[config.mk]
export PLATFORM = sky130hd
export DESIGN_NAME = tmr_channel
export DESIGN_NICKNAME = d
export VERILOG_FILES = /design/src/rtl/tmr_pkg.sv /design/src/rtl/tmr_pin_sync.sv /design/src/rtl/tmr_event_gen.sv /design/src/rtl/tmr_count_core.sv /design/src/rtl/tmr_channel.sv
export SDC_FILE = /design/constraint.sdc
export NUM_CORES = 1
export LEC_CHECK = 0
export BUFFER_PORTS_ARGS = -buffer_cell sky130_fd_sc_hd__buf_2
export CAP_MARGIN = 25
export CORE_ASPECT_RATIO = 1.4
export CORE_MARGIN = 2
export CORE_UTILIZATION = 50
export CTS_CLUSTER_DIAMETER = 80
export DETAILED_ROUTE_END_ITERATION = 6
export PLACE_DENSITY = 0.73
export SYNTH_ARGS = -nofsm -noshare
export SYNTH_HDL_FRONTEND = slang
export SYNTH_HIERARCHICAL = 1
export SYNTH_SLANG_ARGS = --single-unit
[constraint.sdc]
create_clock -name clk -period 3.35 [get_ports clk]
set_input_delay 0.335 -clock clk [delete_from_list [all_inputs] [get_ports clk]]
set_output_delay 0.335 -clock clk [all_outputs]
set_load 0.005 [all_outputs]
[src/rtl/tmr_pkg.sv]
// Package: shared encodings for the timer/counter channel.
// Assumes an 8-bit register interface with a two-bit address.
package tmr_pkg;
    typedef enum logic [1:0] {
        MODE_PRESCALE = 2'd0,
        MODE_WIDE     = 2'd1,
        MODE_RELOAD   = 2'd2,
        MODE_HOLD     = 2'd3
    } tmr_mode_e;

    localparam logic [1:0] ADDR_CTRL = 2'd0;
    localparam logic [1:0] ADDR_LO   = 2'd1;
    localparam logic [1:0] ADDR_HI   = 2'd2;

    localparam int BIT_SRC  = 2;
    localparam int BIT_GATE = 3;
    localparam int BIT_RUN  = 4;
    localparam int BIT_FLAG = 5;
endpackage

[src/rtl/tmr_pin_sync.sv]
// Module: multi-stage synchronizer for a vector of asynchronous pins.
// Assumes the pins are slow compared with clk; resets every stage to 0.
module tmr_pin_sync #(
    parameter int WIDTH  = 2,
    parameter int STAGES = 2
) (
    input  logic             clk,
    input  logic             rst_n,
    input  logic [WIDTH-1:0] pin,
    output logic [WIDTH-1:0] level
);
    logic [WIDTH-1:0] stage_q [STAGES];

    generate
        for (genvar s = 0; s < STAGES; s++) begin : g_stage
            if (s == 0) begin : g_first
                // Purpose: capture the raw pins in the first flop stage.
                always_ff @(posedge clk) begin
                    if (!rst_n) stage_q[0] <= '0;
                    else        stage_q[0] <= pin;
                end
            end else begin : g_next
                // Purpose: pass the sample down the chain.
                always_ff @(posedge clk) begin
                    if (!rst_n) stage_q[s] <= '0;
                    else        stage_q[s] <= stage_q[s-1];
                end
            end
        end
    endgenerate

    assign level = stage_q[STAGES-1];
endmodule

[src/rtl/tmr_event_gen.sv]
// Module: turns run/gate/source settings and synchronized pins into a
// one-cycle count event. Assumes cnt_lvl and gate_lvl are already synchronous.
module tmr_event_gen (
    input  logic clk,
    input  logic rst_n,
    input  logic cnt_lvl,
    input  logic gate_lvl,
    input  logic run,
    input  logic gate_en,
    input  logic src_ext,
    output logic tick
);
    logic cnt_prev_q;
    logic cnt_fall;
    logic enabled;

    // Purpose: remember the previous synchronized count-pin sample.
    always_ff @(posedge clk) begin
        if (!rst_n) cnt_prev_q <= 1'b0;
        else        cnt_prev_q <= cnt_lvl;
    end

    // Purpose: qualify the event with run, gate and source select.
    always_comb begin
        cnt_fall = cnt_prev_q & ~cnt_lvl;
        enabled  = run & (~gate_en | gate_lvl);
        tick     = enabled & (src_ext ? cnt_fall : 1'b1);
    end
endmodule

[src/rtl/tmr_count_core.sv]
// Module: the two count bytes and the mode-dependent advance logic.
// Assumes PRE_W <= BYTE_W. Software writes to a byte win over an event.
module tmr_count_core
    import tmr_pkg::*;
#(
    parameter int BYTE_W = 8,
    parameter int PRE_W  = 5
) (
    input  logic              clk,
    input  logic              rst_n,
    input  tmr_mode_e         mode,
    input  logic              tick,
    input  logic              wr_lo,
    input  logic              wr_hi,
    input  logic [BYTE_W-1:0] wr_data,
    output logic [BYTE_W-1:0] lo,
    output logic [BYTE_W-1:0] hi,
    output logic              ovf
);
    localparam int CNT_W = 2 * BYTE_W;

    logic [BYTE_W-1:0] lo_q, hi_q, lo_n, hi_n;
    logic [PRE_W-1:0]  pre;
    logic [CNT_W-1:0]  wide_n;

    // Purpose: compute next count bytes and the overflow pulse.
    always_comb begin
        lo_n   = lo_q;
        hi_n   = hi_q;
        ovf    = 1'b0;
        pre    = lo_q[PRE_W-1:0];
        wide_n = {hi_q, lo_q} + 1'b1;
        if (tick && !wr_lo && !wr_hi) begin
            unique case (mode)
                MODE_PRESCALE: begin
                    if (&pre) begin
                        lo_n[PRE_W-1:0] = '0;
                        hi_n            = hi_q + 1'b1;
                        ovf             = &hi_q;
                    end else begin
                        lo_n[PRE_W-1:0] = pre + 1'b1;
                    end
                end
                MODE_WIDE: begin
                    lo_n = wide_n[BYTE_W-1:0];
                    hi_n = wide_n[CNT_W-1:BYTE_W];
                    ovf  = &{hi_q, lo_q};
                end
                MODE_RELOAD: begin
                    if (&lo_q) begin
                        lo_n = hi_q;
                        ovf  = 1'b1;
                    end else begin
                        lo_n = lo_q + 1'b1;
                    end
                end
                default: begin
                    lo_n = lo_q;
                end
            endcase
        end
        if (wr_lo) lo_n = wr_data;
        if (wr_hi) hi_n = wr_data;
    end

    // Purpose: hold the count bytes.
    always_ff @(posedge clk) begin
        if (!rst_n) begin
            lo_q <= '0;
            hi_q <= '0;
        end else begin
            lo_q <= lo_n;
            hi_q <= hi_n;
        end
    end

    assign lo = lo_q;
    assign hi = hi_q;
endmodule

[src/rtl/tmr_channel.sv]
// Module: top of one timer/counter channel: control register, overflow flag,
// read mux, pin synchronizer, event generator and count core.
// Assumes one register write per cycle; reads are combinational.
module tmr_channel
    import tmr_pkg::*;
#(
    parameter int BYTE_W      = 8,
    parameter int PRE_W       = 5,
    parameter int SYNC_STAGES = 2
) (
    input  logic              clk,
    input  logic              rst_n,
    input  logic              wr_en,
    input  logic [1:0]        wr_addr,
    input  logic [BYTE_W-1:0] wr_data,
    input  logic [1:0]        rd_addr,
    output logic [BYTE_W-1:0] rd_data,
    input  logic              cnt_pin,
    input  logic              gate_pin,
    input  logic              irq_ack,
    output logic              irq
);
    localparam int PIN_N = 2;
    localparam int CTRL_USED = BIT_FLAG + 1;

    tmr_mode_e         mode_q;
    logic              src_q, gate_q, run_q, flag_q;
    logic              wr_ctrl, wr_lo, wr_hi;
    logic [PIN_N-1:0]  pin_lvl;
    logic              tick, ovf;
    logic [BYTE_W-1:0] cnt_lo, cnt_hi;
    logic [CTRL_USED-1:0] ctrl_rd;

    // Purpose: decode the write strobe per register.
    always_comb begin
        wr_ctrl = wr_en && (wr_addr == ADDR_CTRL);
        wr_lo   = wr_en && (wr_addr == ADDR_LO);
        wr_hi   = wr_en && (wr_addr == ADDR_HI);
    end

    // Purpose: hold the control fields written by software.
    always_ff @(posedge clk) begin
        if (!rst_n) begin
            mode_q <= MODE_PRESCALE;
            src_q  <= 1'b0;
            gate_q <= 1'b0;
            run_q  <= 1'b0;
        end else if (wr_ctrl) begin
            mode_q <= tmr_mode_e'(wr_data[1:0]);
            src_q  <= wr_data[BIT_SRC];
            gate_q <= wr_data[BIT_GATE];
            run_q  <= wr_data[BIT_RUN];
        end
    end

    // Purpose: overflow flag; a set beats either clear source.
    always_ff @(posedge clk) begin
        if (!rst_n)                                     flag_q <= 1'b0;
        else if (ovf)                                   flag_q <= 1'b1;
        else if (irq_ack)                               flag_q <= 1'b0;
        else if (wr_ctrl && !wr_data[BIT_FLAG])         flag_q <= 1'b0;
    end

    tmr_pin_sync #(
        .WIDTH  (PIN_N),
        .STAGES (SYNC_STAGES)
    ) u_sync (
        .clk   (clk),
        .rst_n (rst_n),
        .pin   ({gate_pin, cnt_pin}),
        .level (pin_lvl)
    );

    tmr_event_gen u_evt (
        .clk      (clk),
        .rst_n    (rst_n),
        .cnt_lvl  (pin_lvl[0]),
        .gate_lvl (pin_lvl[1]),
        .run      (run_q),
        .gate_en  (gate_q),
        .src_ext  (src_q),
        .tick     (tick)
    );

    tmr_count_core #(
        .BYTE_W (BYTE_W),
        .PRE_W  (PRE_W)
    ) u_core (
        .clk     (clk),
        .rst_n   (rst_n),
        .mode    (mode_q),
        .tick    (tick),
        .wr_lo   (wr_lo),
        .wr_hi   (wr_hi),
        .wr_data (wr_data),
        .lo      (cnt_lo),
        .hi      (cnt_hi),
        .ovf     (ovf)
    );

    // Purpose: combinational read mux.
    always_comb begin
        ctrl_rd = {flag_q, run_q, gate_q, src_q, mode_q};
        unique case (rd_addr)
            ADDR_CTRL: rd_data = BYTE_W'(ctrl_rd);
            ADDR_LO:   rd_data = cnt_lo;
            ADDR_HI:   rd_data = cnt_hi;
            default:   rd_data = '0;
        endcase
    end

    assign irq = flag_q;
endmodule

# After elaboration in Yosys (flattened, before gate mapping)
# Memories as Yosys holds them, arrays and structs flattened.
# Cells that the tools add are included.
[totals]
inputBits = 18
ram_bits = 4
mem_count = 1
register_bits = 23
[memory_table]
columns = ["memory", "depth", "word_bits", "read_ports", "rd_ports_with_merged_regs", "write_ports", "line_no", "rtl"]
rows = [
  ["u_sync.stage_q", 2, 2, 2, 0, 2, "tmr_pin_sync.sv:12", "logic [WIDTH-1:0] stage_q [STAGES];"],
]
[classes]
n_mux = 23
n_eq_ne = 7
n_reduce_logical = 25
n_addsub = 4
n_bitwise = 8
[op_table]
columns = ["op", "n"]
rows = [
  ["$mux 8", 6],
  ["$pmux 8 s3", 1],
  ["$add 16x1->16 const B", 1],
  ["$add 8x1->8 const B", 2],
  ["$pmux 8 s2", 1],
  ["$reduce_and 16->1", 1],
  ["$reduce_and 8->1", 2],
  ["$pmux 5 s3", 1],
  ["$mux 1", 9],
  ["$reduce_bool 3->1", 3],
  ["$eq 2x1->1 const B", 3],
  ["$eq 2x2->1 const B", 3],
  ["$logic_and 1x1->1", 6],
  ["$logic_not 2->1", 3],
  ["$pmux 3 s2", 1],
  ["$add 5x1->5 const B", 1],
  ["$mux 5", 1],
  ["$reduce_and 5->1", 1],
  ["$mux 2", 2],
  ["$reduce_and 2->1", 2],
  ["$reduce_bool 2->1", 2],
  ["$reduce_bool 4->1", 1],
  ["$and 1x1->1", 3],
  ["$logic_not 1->1", 3],
  ["5 further kinds", 8],
]

# Logic depth before layout (Yosys ltp)
# Gate-level depths: netlist (run 1).
[depth]
depth_word = 8
depth_mapped = 8
ltp_nobuf = 8

# Modules after synthesis
# Netlist (run 1), hierarchy kept.
[by_module_without_submodules]
columns = ["mod", "cells_per_inst", "instances", "area_each_um2"]
rows = [
  ["tmr_count_core", 160, 1, 1278.7],
  ["tmr_channel", 48, 1, 435.4],
  ["tmr_pin_sync", 8, 1, 105.1],
  ["tmr_event_gen", 6, 1, 56.3],
]

# Worst setup path after synthesis (run 1)
# No wires, ideal clock.
[synth_timing]
kind = "flip-flop to flip-flop"
startpoint = "reg u_core.lo_q[0] (netlist: u_core/lo[0])"
endpoint = "reg u_core.hi_q[5] (netlist: u_core/hi[5])"
arrival_ns = 1.923
path_slack_ns = 1.305
setup_ns = 0.122
stages_incl_launch_ff = 9
cell_sequence = "dfxtp_1 ha_1 and3_1 ha_1 mux2i_1 or3b_4 nor4b_4 xnor2_1 a21oi_1"
[synth_via]
elab_chain_len = 4
[synth_rtl]
columns = ["element", "line_no", "rtl"]
rows = [
  ["start: declaration", "tmr_count_core.sv:22", "logic [BYTE_W-1:0] lo_q, hi_q, lo_n, hi_n;"],
  ["start signal: assignment", "tmr_count_core.sv:72", "lo_q <= lo_n;"],
  ["$add 16x1->16", "tmr_count_core.sv:32", "wide_n = {hi_q, lo_q} + 1'b1;"],
  ["$pmux 8 s2", "tmr_count_core.sv:34", "unique case (mode)"],
  ["$mux 8", "tmr_count_core.sv:33", "if (tick && !wr_lo && !wr_hi) begin"],
  ["$mux 8", "tmr_count_core.sv:63", "if (wr_hi) hi_n = wr_data;"],
  ["end signal: assignment", "tmr_count_core.sv:73", "hi_q <= hi_n;"],
  ["end: declaration", "tmr_count_core.sv:22", ""],
]
# Parallel ways exist; a longest one is shown, timed or not. The select of a mux whose other input is x is not followed.
# A chain may end at the register's enable or synchronous reset.

# Worst setup path in the final report (run 1)
[layout_timing]
startpoint = "reg u_core.lo_q[0] (netlist: u_core/lo[0])"
endpoint = "reg flag_q (netlist: irq)"
[layout_via]
elab_chain_len = 5
[layout_rtl]
columns = ["element", "line_no", "rtl"]
rows = [
  ["$reduce_and 8->1 or $reduce_and 5->1 (tied branches)", "tmr_count_core.sv:50, tmr_count_core.sv:36", ""],
  ["$mux 1, on equally long branches", "tmr_count_core.sv:50, tmr_count_core.sv:36", ""],
  ["$pmux 1 s3 (*)", "tmr_count_core.sv:34", ""],
  ["$mux 1 (*)", "tmr_count_core.sv:33", ""],
  ["named net ovf", "tmr_channel.sv:30", "logic tick, ovf;"],
  ["$reduce_bool 3->1 (no line) or $mux 1 (tied branches)", "n/a", ""],
  ["end signal: assignment", "tmr_channel.sv:58", "if (!rst_n) flag_q <= 1'b0;"],
  ["end signal: assignment", "tmr_channel.sv:59", "else if (ovf) flag_q <= 1'b1;"],
  ["end signal: assignment", "tmr_channel.sv:60", "else if (irq_ack) flag_q <= 1'b0;"],
  ["end: declaration", "tmr_channel.sv:27", "logic src_q, gate_q, run_q, flag_q;"],
]
# Mark *: on every way through the listed nets, which the timed path passes. The rest lies on a longest branch.

==> results of run 1 <==
==> critical path: stages (launching register included) <==
cell	delay, ns
sky130_fd_sc_hd__dfxtp_1	0.47
sky130_fd_sc_hd__ha_1	0.28
sky130_fd_sc_hd__nand3_1	0.22
sky130_fd_sc_hd__nor2_4	0.28
sky130_fd_sc_hd__nand2_1	0.09
sky130_fd_sc_hd__a211o_1	0.30
sky130_fd_sc_hd__a211oi_1	0.29
sky130_fd_sc_hd__inv_1	0.07
sky130_fd_sc_hd__a221oi_1	0.26
==> power breakdown <==
| group | internal (uW) | switching, uW | total, uW |
|---|---|---|---|
| combinational | 44.0 | 60.0 | 104 |
| clock | 87.7 | 120 | 208 |
| sequential | 334 | 18.8 | 353 |
| total | 466 | 199 | 665 |
==> layer usage <==
metal | part of all wire | vias up
met5 | 0 | -
met1 | 0.41 | 819
met3 | 0.080 | 12
met4 | 0.036 | 0
met2 | 0.48 | 96
li1 | - | 869
==> metrics by stage <==
stage,setup slack [ns],instance area (sq um),instances,hold slack (ns)
after CTS,1.05,2070,285,0.245
after global placement,1.14,2020,281,0.408
final,0.989,2070,285,0.249
after detailed placement,1.09,2020,281,0.412
after global routing,0.776,2070,285,0.250
after floorplan,1.31,1880,222,0.406
==> state kept, by name, indices dropped and copies added (netlist names) <==
name,flops
u_core/lo,8
u_core/hi,8
mode_q,2
irq,1
u_sync/stage_q,4
run_q,1
u_evt/cnt_prev_q,1
src_q,1
gate_q,1
==> cell families (layout without fill, tap and decap cells) <==
logic type	count (synthesis)	after routing
and+or+nand+nor	78	78
AOI/OAI and AO/OA	61	61
DFF	27	27
buffers and inverters	22	43
muxes	17	17
xor gates and xnor gates	10	10
adders and majority gates	7	7
==> path summary, 6_finish.rpt <==
kind	startpoint	end	slack, ns	depth (start not counted)
worst max-delay path	u_core/lo[0]	irq	0.99	8
worst min-delay path	gate_pin	u_sync/stage_q[0][1]	0.25	2
worst max register to register	u_core/lo[0]	irq	0.99	8
worst min register to register	u_sync/stage_q[0][0]	u_sync/stage_q[1][0]	0.44	1
==> final cells by class <==
type                            instances  share of cell area
Inverter                               13              0.0236
Clock buffer                            3              0.0200
Sequential cell                        27               0.262
Clock inverter                          1             0.00424
Tap cell                               42              0.0254
Timing Repair Buffer                   26              0.0630
Multi-Input combinational cell        173               0.602
==> placed cells by master, fill, tap and decap left out, types with 5 or more instances in the layout <==
cell / instances
sky130_fd_sc_hd__o21ai_0: 10
sky130_fd_sc_hd__nor2_1: 10
sky130_fd_sc_hd__xnor2_1: 5
sky130_fd_sc_hd__o221ai_1: 5
sky130_fd_sc_hd__nand3_1: 10
sky130_fd_sc_hd__buf_2: 26
sky130_fd_sc_hd__nand2_1: 21
sky130_fd_sc_hd__ha_1: 7
sky130_fd_sc_hd__o2bb2ai_1: 6
sky130_fd_sc_hd__xor2_1: 5
sky130_fd_sc_hd__a21oi_1: 16
sky130_fd_sc_hd__and3_1: 5
sky130_fd_sc_hd__dfxtp_1: 27
sky130_fd_sc_hd__inv_1: 12
sky130_fd_sc_hd__mux2i_1: 14
==> results.txt, run 1 <==
----------------------------------------------------
[Global route]
  Pin count of the biggest net entering global routing ... 32
  GRT met3 Usage ... 0.0340
  First-pass GRT wire length ... roughly 8400 microns
  Global routing met1 resource utilization ... 0.317
  Congestion Overflow GR ... 0
  Number of global-route vias before repair ... approximately 1700
  Total global-route track usage ... 0.250
  Initial antenna violation count ... 0
  Global routing's busiest layer ... met2
  GR met2 Demand/Resource ... 0.404

[Final layout]
  Nets@finish ... 269
  Layout cells sized above 1 ... 0.185
  Filler cell count ... between 300 and 400
  End-of-flow core utilization ... 0.572
  Area growth, synth to finish ... 10.1%
  Sequential Area ... ~540 sq um
  Antenna cells ... 0
  Multi-input gate area in the final layout ... 1240 sq um

[Synthesis]
  Post-synthesis adder-cell area fraction ... 0.0467
  Synthesized area divided by synthesized cell count ... ~8.4 sq um
  Post-Synth Simple-Gate Area ... 0.254
  Synth Area in XOR/XNOR ... 0.0467
  Synthesized-area fraction occupied by ao, oa, aoi and oai cells ... 0.223
  Combinational family with the most area after synthesis ... simple AND/OR/NAND/NOR gates
  Synth top area share ... 0.288
  Synthesized instance count ... approximately 220
  Dominant cell type by area after synthesis ... sky130_fd_sc_hd__dfxtp_1
  Synthesized flop and latch total ... 27
  Top flip-flop cell by instance count after synthesis ... sky130_fd_sc_hd__dfxtp_1
  Proportion of synthesized chip area in sequential cells ... 0.288
  Count of cell types in the netlist ... 53
  Share of cell area taken by muxes after synthesis ... 0.0927
  Fraction of registers with async set/reset ... 0
  Synth warn ... 6
  Post-synth EDFFs ... 0
  Cells taking the most area after synthesis ... sky130_fd_sc_hd__dfxtp_1, sky130_fd_sc_hd__mux2i_1, sky130_fd_sc_hd__ha_1
  Area of the mapped netlist ... about 1900 sq um
  Cell with the most instances after synthesis ... sky130_fd_sc_hd__dfxtp_1
  Synth cell count leaders ... sky130_fd_sc_hd__dfxtp_1, sky130_fd_sc_hd__nand2_1, sky130_fd_sc_hd__a21oi_1
  Syn_nets ... between 200 and 250

[Clock network]
  TritonCTS Buffers ... 3
  Count of hold-fix buffers inserted at cts ... 0
  Level count of the clock H-tree ... 1
  Master cell of the clock root buffer ... sky130_fd_sc_hd__clkbuf_8
  Post-CTS sizing ... 0
  Clock network latency to the later pin of the worst-skew pair ... between 0.2 and 0.3 ns
  Clock transition at the registers of the reported paths ... about 0.11 ns
  Number of sinks on the clock net ... 27
  Deepest clock path buffer count ... 2
  Post CTS Setup Buffer Count ... 0
  CTS tree ... built

[Floorplanning]
  Vert. Die Dim ... approximately 76 microns
  Width of the die ... 55.8 microns
  Number of cell rows ... 26
  Placeable core region ... about 3600 sq um
  Total die area ... between 4000 and 5000 sq um
  Initial cell density of the core ... 0.519
  Io pins ... 27

[Power]
  Power consumption ... about 670 uW
  Leakage component of the power ... 0.000772 uW
  Worst IR drop on VDD ... around 210 uV
  Areal power density over the cells ... roughly 320 nW/um^2

[Routing]
  Detailed Route WL ... roughly 5100 microns
  Remaining antenna violation count after routing ... 0
  Vias/cell ... approximately 6.3
  Average wire per cell in the routed design ... between 15 and 20 microns
  Detailed-route DRC error count ... 0
  Vias post-DR ... around 1800
  First drt pass iteration count ... 4
  DRT iter0 DRCs ... 110

[Worst setup path]
  Startpoint Class ... flop
  Data required time of the worst path ... approximately 3.5 ns
  Crit path DAT ... ~2.6 ns
  Crit Path Class ... reg2reg
  Max FO, Critical Path ... 8
  Type of element capturing the critical path ... flop

[Timing]
  Setup-violating endpoint count in the final report ... 0
  Worst-case headroom to the max-slew limit ... 0.588
  Post-layout min period ... between 2 and 2.5 ns
  Tightest Pin Transition ... 0.616 ns
  Total negative slack for setup checks ... 0 ns
  Fmax ... ~420 MHz
  Number of pins with negative max-slew slack in the final report ... 0
  Setup repair after global routing missed its margin ... false
  Number of failing hold endpoints at the final stage ... 0
  Share of the clock period used by the worst path after layout ... 0.705
  Worst-case clock skew ... approximately 0.0034 ns

[Run]
  Max-cap check violation count ... 0

[Worst hold path]
  Worst hold path type ... in2reg

[Place]
  Placer's final routability congestion estimate ... roughly 0.96
  Post-DP HPWL ... 3670 microns
  Total of buffers placed on input and output ports ... 26

[Outcome]
  Status ... completed

----------------------------------------------------
(Power assumes the default switching activity.)
==> run 2, diff against run 1 <==
clock period = 2.2 ns   (was 3.35 ns; I/O delays follow)
==> run 2 against run 1 <==
Worst hold slack worse by 0.12 ns. Critical path type unchanged. Clock-buffer cell count stayed put. Global-route usage up 0.64 points. Core utilization rose by 2.7 points. Die area unchanged. Clock skew about the same. Power increased by 54%. Worst setup slack lost 0.90 ns. First-iteration DRC count rose by 16%.
==> results.txt, run 2 (same netlist as run 1, synthesis figures left out) <==
----------------------------------------------------
[Floorplanning]
  Number of cell rows ... 26 (unchanged)
  Width of the die ... 55.8 microns (unchanged)
  Placeable core region ... 3610 sq um (unchanged)
  Total die area ... 4260 sq um (unchanged)
  Io pins ... 27 (unchanged)
  Vert. Die Dim ... 76.5 microns (unchanged)
  Initial cell density of the core ... 0.519 (unchanged)

[Worst setup path]
  Type of element capturing the critical path ... flop
  Startpoint Class ... flop
  Data required time of the worst path ... 2.38 ns (-1.16 ns)
  Setup slack of the worst register-to-register path ... 0.09 ns (-0.90 ns)
  Crit Path Class ... reg2reg
  Crit path DAT ... 2.29 ns (-0.27 ns)
  FF-to-FF Start ... u_core/lo[1]
  Reg2reg path depth ... 8 (unchanged)
  Max FO, Critical Path ... 5 (-3)
  Worst R2R End ... u_core/hi[5]

[Run]
  Max-cap check violation count ... 0 (unchanged)

[Worst hold path]
  Number of cells on the worst hold path ... 2 (unchanged)
  Worst hold path type ... in2reg
  Hold path endpoint ... u_sync/stage_q[0][1]
  Worst Hold Launch ... gate_pin

[Place]
  Total of buffers placed on input and output ports ... 26 (unchanged)
  # placed instances ... 293 (+4.3%)
  Post-DP HPWL ... 3760 microns (+2.4%)
  Placer's final routability congestion estimate ... 0.966 (+0.90%)

[Routing]
  First drt pass iteration count ... 4 (unchanged)
  Vias post-DR ... 1833 (+2.1%)
  Vias/cell ... 6.17 (-2.1%)
  Average wire per cell in the routed design ... 17.1 microns (-3.6%)
  Remaining antenna violation count after routing ... 0 (unchanged)
  Detailed-route DRC error count ... 0 (unchanged)
  DRT iter0 DRCs ... 128 (+16%)
  Detailed Route WL ... 5090 microns (+0.41%)

[Final layout]
  Most common cell after layout, fill and taps aside ... sky130_fd_sc_hd__dfxtp_1
  Number of cells in the finished layout apart from fillers ... 297 (+4.2%)
  Commonest cells after routing, fill and taps aside ... sky130_fd_sc_hd__dfxtp_1, sky130_fd_sc_hd__buf_2, sky130_fd_sc_hd__nand2_1
  Area growth, synth to finish ... 15.3%
  Layout cells sized above 1 ... 0.231 (+0.0462)
  Nets@finish ... 281 (+4.5%)
  Antenna cells ... 0 (unchanged)

[Timing]
  Share of the clock period used by the worst path after layout ... 0.959 (+0.254)
  Number of failing hold endpoints at the final stage ... 0 (unchanged)
  Tightest Pin Transition ... 0.640 ns (+0.0240 ns)
  Setup repair after global routing missed its margin ... true
  Worst hold slack across all endpoints ... 0.130 ns (-0.119 ns)
  Setup-violating endpoint count in the final report ... 0 (unchanged)
  Fmax ... 474 MHz (+12%)
  Worst-case headroom to the max-slew limit ... 0.572 (-0.0160)
  Worst-case clock skew ... 0.00295 ns (-0.000484 ns)
  Number of pins with negative max-slew slack in the final report ... 0 (unchanged)
  Total negative slack for setup checks ... 0 ns (unchanged)
  Post-layout min period ... 2.11 ns (-0.252 ns)

[Global route]
  Initial antenna violation count ... 0 (unchanged)
  Total global-route track usage ... 0.256 (+0.00644)
  First-pass GRT wire length ... 8720 microns (+4.1%)
  Congestion Overflow GR ... 0 (unchanged)
  Number of global-route vias before repair ... 1752 (+0.57%)
  Pin count of the biggest net entering global routing ... 32 (unchanged)

[Clock network]
  Level count of the clock H-tree ... 1 (unchanged)
  Deepest clock path buffer count ... 2 (unchanged)
  Clock transition at the registers of the reported paths ... 0.11 ns (about the same)
  Post-CTS sizing ... 0 (unchanged)
  Number of sinks on the clock net ... 27 (unchanged)
  TritonCTS Buffers ... 3 (unchanged)
  Clock network latency to the later pin of the worst-skew pair ... 0.29 ns (about the same)
  Master cell of the clock root buffer ... sky130_fd_sc_hd__clkbuf_8
  Count of hold-fix buffers inserted at cts ... 0 (unchanged)
  Post CTS Setup Buffer Count ... 0 (unchanged)
  CTS tree ... built

[Power]
  Worst IR drop on VDD ... 341 uV (+65%)
  Areal power density over the cells ... 474 nW/um^2 (+47%)
  Power consumption ... 1020 uW (+54%)
  Leakage component of the power ... 0.000831 uW (+7.6%)

[Outcome]
  Status ... completed

----------------------------------------------------
==> run 2: how the worst max path moves through the flow <==
stage / start / to / slack, ns
3_3_place_gp: u_core/lo[0] / u_core/hi[5] / 0.18
6_report: u_core/lo[1] / u_core/hi[5] / 0.09
2_1_floorplan: u_core/lo[0] / u_core/hi[5] / 0.16
5_1_grt: u_core/lo[1] / u_core/hi[3] / -0.009
3_5_place_dp: u_core/lo[1] / u_core/hi[5] / 0.12
4_1_cts: u_core/lo[1] / u_core/hi[5] / 0.10
==> run 2: area by class of cell <==
cell class | instances | area [sq um]
Fill cell | 341 | 1450
Multi-Input combinational cell | 173 | 1250
Sequential cell | 27 | 541
Timing Repair Buffer | 38 | 220
Tap cell | 42 | 52.6
Inverter | 13 | 48.8
Clock buffer | 3 | 41.3
Clock inverter | 1 | 8.76
==> run 2: routing by layer <==
metal	GRT usage	vias up	routed length, microns
met2	0.387	76	2420
met3	0.0323	22	297
met4	0.146	0	260
met5	0	-	0
li1	-	885	-
met1	0.348	850	2110
==> run 2: metrics by stage <==
step                      utilization  setup WS [ns]  area (sq um)
after floorplan                     -          0.155          1880
after global placement          0.583          0.178          2110
after detailed placement        0.583          0.121          2110
after CTS                       0.597          0.103          2160
after global routing            0.599       -0.00859          2160
final                           0.599         0.0902          2160
==> run 2: worst max-delay path, stage by stage, from the launching register on <==
cell and delay, ns:
sky130_fd_sc_hd__dfxtp_1 0.35, sky130_fd_sc_hd__ha_2 0.22, sky130_fd_sc_hd__and3_1 0.20, sky130_fd_sc_hd__ha_1 0.20, sky130_fd_sc_hd__mux2i_1 0.13, sky130_fd_sc_hd__or3b_4 0.44
sky130_fd_sc_hd__nor4b_4 0.23, sky130_fd_sc_hd__xnor2_1 0.14, sky130_fd_sc_hd__a21oi_1 0.08
==> run 2: power breakdown <==
part / internal [uW] / switching [uW] / total (uW)
logic: 76.2 / 99.8 / 176
registers: 509 / 22.0 / 531
clock network: 134 / 184 / 317
total: 719 / 305 / 1020
==> run 3, diff against run 2 <==
CTS_BUF_LIST = sky130_fd_sc_hd__clkbuf_2   (was not set)
==> run 3 against run 2 <==
Clock power down 32%. Sequential share of layout area is essentially flat. Global-route usage is 0.17 points lower. Sequential power about the same. Flip-flop and latch count did not move. Core utilization increased by 0.21 points. Cell area increased by 0.35%. Routed wire length up 0.98%. Register-to-register slack got worse by 0.02 ns. Combinational power grew 2%. First-iteration DRC count did not move. Final cell count increased by 0.67%. Largest power group unchanged. Highest routed layer unchanged.
==> results.txt, run 3 (same netlist as run 1, synthesis figures left out) <==
----------------------------------------------------
[Worst setup path]
  Reg2reg path depth ... 8 (unchanged)
  Crit path DAT ... 2.45 ns (+0.16 ns)
  FF-to-FF Start ... u_core/lo[0]
  Data required time of the worst path ... 2.52 ns (+0.14 ns)
  Crit Path Class ... reg2reg
  Most used cell along the critical path ... sky130_fd_sc_hd__ha_2
  Worst R2R End ... u_core/hi[5]
  Max FO, Critical Path ... 5 (unchanged)
  Setup slack of the worst register-to-register path ... 0.07 ns (-0.02 ns)
  Slowest cell on the critical path ... sky130_fd_sc_hd__or3b_4
  Delay of the slowest cell on the worst path ... 0.48 ns (+0.04 ns)
  Startpoint Class ... flop
  Cells along the critical path ... ha_2 -> and3_1 -> ha_2 -> mux2i_1 -> or3b_4 -> nor4b_4 -> xnor2_1 -> a21oi_1
  Type of element capturing the critical path ... flop

[Clock network]
  Clock transition at the registers of the reported paths ... 0.29 ns (+0.18 ns)
  Deepest clock path buffer count ... 2 (unchanged)
  Clock network latency to the later pin of the worst-skew pair ... 0.38 ns (+0.09 ns)
  Level count of the clock H-tree ... 1 (unchanged)
  CTS tree ... built
  TritonCTS Buffers ... 3 (unchanged)
  Master cell of the clock root buffer ... sky130_fd_sc_hd__clkbuf_2
  Number of sinks on the clock net ... 27 (unchanged)

[Timing]
  Minimum setup slack in the final design ... 0.0703 ns (-0.0199 ns)
  Number of failing hold endpoints at the final stage ... 0 (unchanged)
  Worst-case headroom to the max-slew limit ... 0.573 (about the same)
  Setup-violating endpoint count in the final report ... 0 (unchanged)
  Share of the clock period used by the worst path after layout ... 0.968 (+0.00906)
  Worst hold slack across all endpoints ... 0.0658 ns (-0.0647 ns)
  Tightest Pin Transition ... 0.640 ns (-0.000236 ns)
  Number of pins with negative max-slew slack in the final report ... 0 (unchanged)
  Fmax ... 470 MHz (-0.94%)
  Worst-case clock skew ... 0.00228 ns (-0.000664 ns)
  Post-layout min period ... 2.13 ns (+0.0199 ns)

[Worst hold path]
  Worst hold path type ... in2reg
  Number of cells on the worst hold path ... 3 (+1)
  Hold path endpoint ... irq
  Worst Hold Launch ... irq_ack

[Routing]
  Remaining antenna violation count after routing ... 0 (unchanged)
  Vias post-DR ... 1848 (+0.82%)
  First drt pass iteration count ... 5 (+1)
  Average wire per cell in the routed design ... 17.2 microns (+0.31%)
  Detailed Route WL ... 5140 microns (+0.98%)
  DRT iter0 DRCs ... 128 (unchanged)
  Vias/cell ... 6.18 (+0.14%)
  Detailed-route DRC error count ... 0 (unchanged)

[Power]
  Worst IR drop on VDD ... 324 uV (-5.2%)
  P_sw ... 292 uW (-4.3%)
  Leakage component of the power ... 0.000829 uW (-0.24%)
  Reg power frac ... 0.574 (+0.055)
  Clock share of power ... 0.233 (-0.077)
  Fraction of power consumed by combinational cells ... 0.193 (+0.021)
  Areal power density over the cells ... 429 nW/um^2 (-9.4%)
  Switching share of power ... 0.314 (+0.0159)
  Internal ... 639 uW (-11%)

[Final layout]
  Nets@finish ... 283 (+0.71%)
  Area growth, synth to finish ... 15.7%
  Most common cell after layout, fill and taps aside ... sky130_fd_sc_hd__buf_2
  Number of cells in the finished layout apart from fillers ... 299 (+0.67%)
  Commonest cells after routing, fill and taps aside ... sky130_fd_sc_hd__buf_2, sky130_fd_sc_hd__dfxtp_1, sky130_fd_sc_hd__nand2_1
  Antenna cells ... 0 (unchanged)
  End-of-flow core utilization ... 0.601 (+0.00208)
  Layout cells sized above 1 ... 0.241 (+0.00987)

[Floorplanning]
  Number of cell rows ... 26 (unchanged)
  Placeable core region ... 3610 sq um (unchanged)
  Total die area ... 4260 sq um (unchanged)
  Initial cell density of the core ... 0.519 (unchanged)
  Io pins ... 27 (unchanged)
  Width of the die ... 55.8 microns (unchanged)
  Vert. Die Dim ... 76.5 microns (unchanged)

[Place]
  Setup Slack @ Placement ... 0.121 ns (unchanged)
  Placer's final routability congestion estimate ... 0.966 (unchanged)
  Post-DP HPWL ... 3760 microns (unchanged)
  Total of buffers placed on input and output ports ... 26 (unchanged)
  # placed instances ... 293 (unchanged)

[Global route]
  Congestion Overflow GR ... 0 (unchanged)
  Number of global-route vias before repair ... 1755 (+0.17%)
  Total global-route track usage ... 0.255 (-0.00165)
  Pin count of the biggest net entering global routing ... 32 (unchanged)
  Initial antenna violation count ... 0 (unchanged)
  First-pass GRT wire length ... 8710 microns (-0.16%)

[Outcome]
  Status ... completed

[Run]
  Max-cap check violation count ... 0 (unchanged)

----------------------------------------------------
[run 3: worst max-delay path, delay by kind of cell (launching register included)]
kind | cells | cell delay (ns)
AND/OR/NAND/NOR | 3 | 0.92
XOR/XNOR | 1 | 0.14
multiplexers | 1 | 0.12
flip-flops | 1 | 0.40
AO/OA/AOI/OAI | 1 | 0.08
adder cells (fa/ha/maj) | 2 | 0.41
[run 3: timing repair]
action | in CTS | in global routing
setup endpoints to repair | 0 | 5
resized for setup | 0 | 6
hold buffers | 2 | 0
buffers inserted | 0 | 0
hold endpoints to repair | 2 | 0
[run 3: layer usage]
layer	up-vias	track usage	share of wire
met5	-	0	0
met3	22	0.0238	0.069
li1	890	-	-
met1	836	0.348	0.41
met4	0	0.124	0.046
met2	100	0.398	0.47
[run 3: worst max-delay path by stage]
stage / to / slack, ns / startpoint
final: u_core/hi[5] / 0.07 / u_core/lo[0]
after floorplan: u_core/hi[5] / 0.16 / u_core/lo[0]
after global placement: u_core/hi[5] / 0.18 / u_core/lo[0]
after detailed placement: u_core/hi[5] / 0.12 / u_core/lo[1]
after global routing: u_core/hi[5] / -0.0003 / u_core/lo[0]
after CTS: u_core/hi[5] / 0.09 / u_core/lo[1]
[run 3: cell type report]
| class | count | area, sq um |
|---|---|---|
| fillers | 337 | 1440 |
| multi-input cells | 173 | 1260 |
| flip-flops and latches | 27 | 543 |
| repair buffers | 40 | 240 |
| well taps | 42 | 52.6 |
| inverters | 13 | 48.8 |
| clock buffers | 3 | 15.0 |
| clock inverters | 1 | 8.76 |
[run 3: metrics by stage]
stage / power, uW / TNS, ns / area [sq um]
floorplan: 645 / 0 / 1880
global placement: 712 / 0 / 2110
detailed placement: 715 / 0 / 2110
CTS: 936 / 0 / 2150
global route: 982 / -0.000302 / 2170
finish: 931 / 0 / 2170
[run 3: power by group through the flow]
stage	combinational [uW]	sequential, uW	clock, uW
CTS	176	534	226
detailed placement	173	542	0
global placement	170	542	0
finish	180	534	217
global route	199	538	245
floorplan	105	540	0
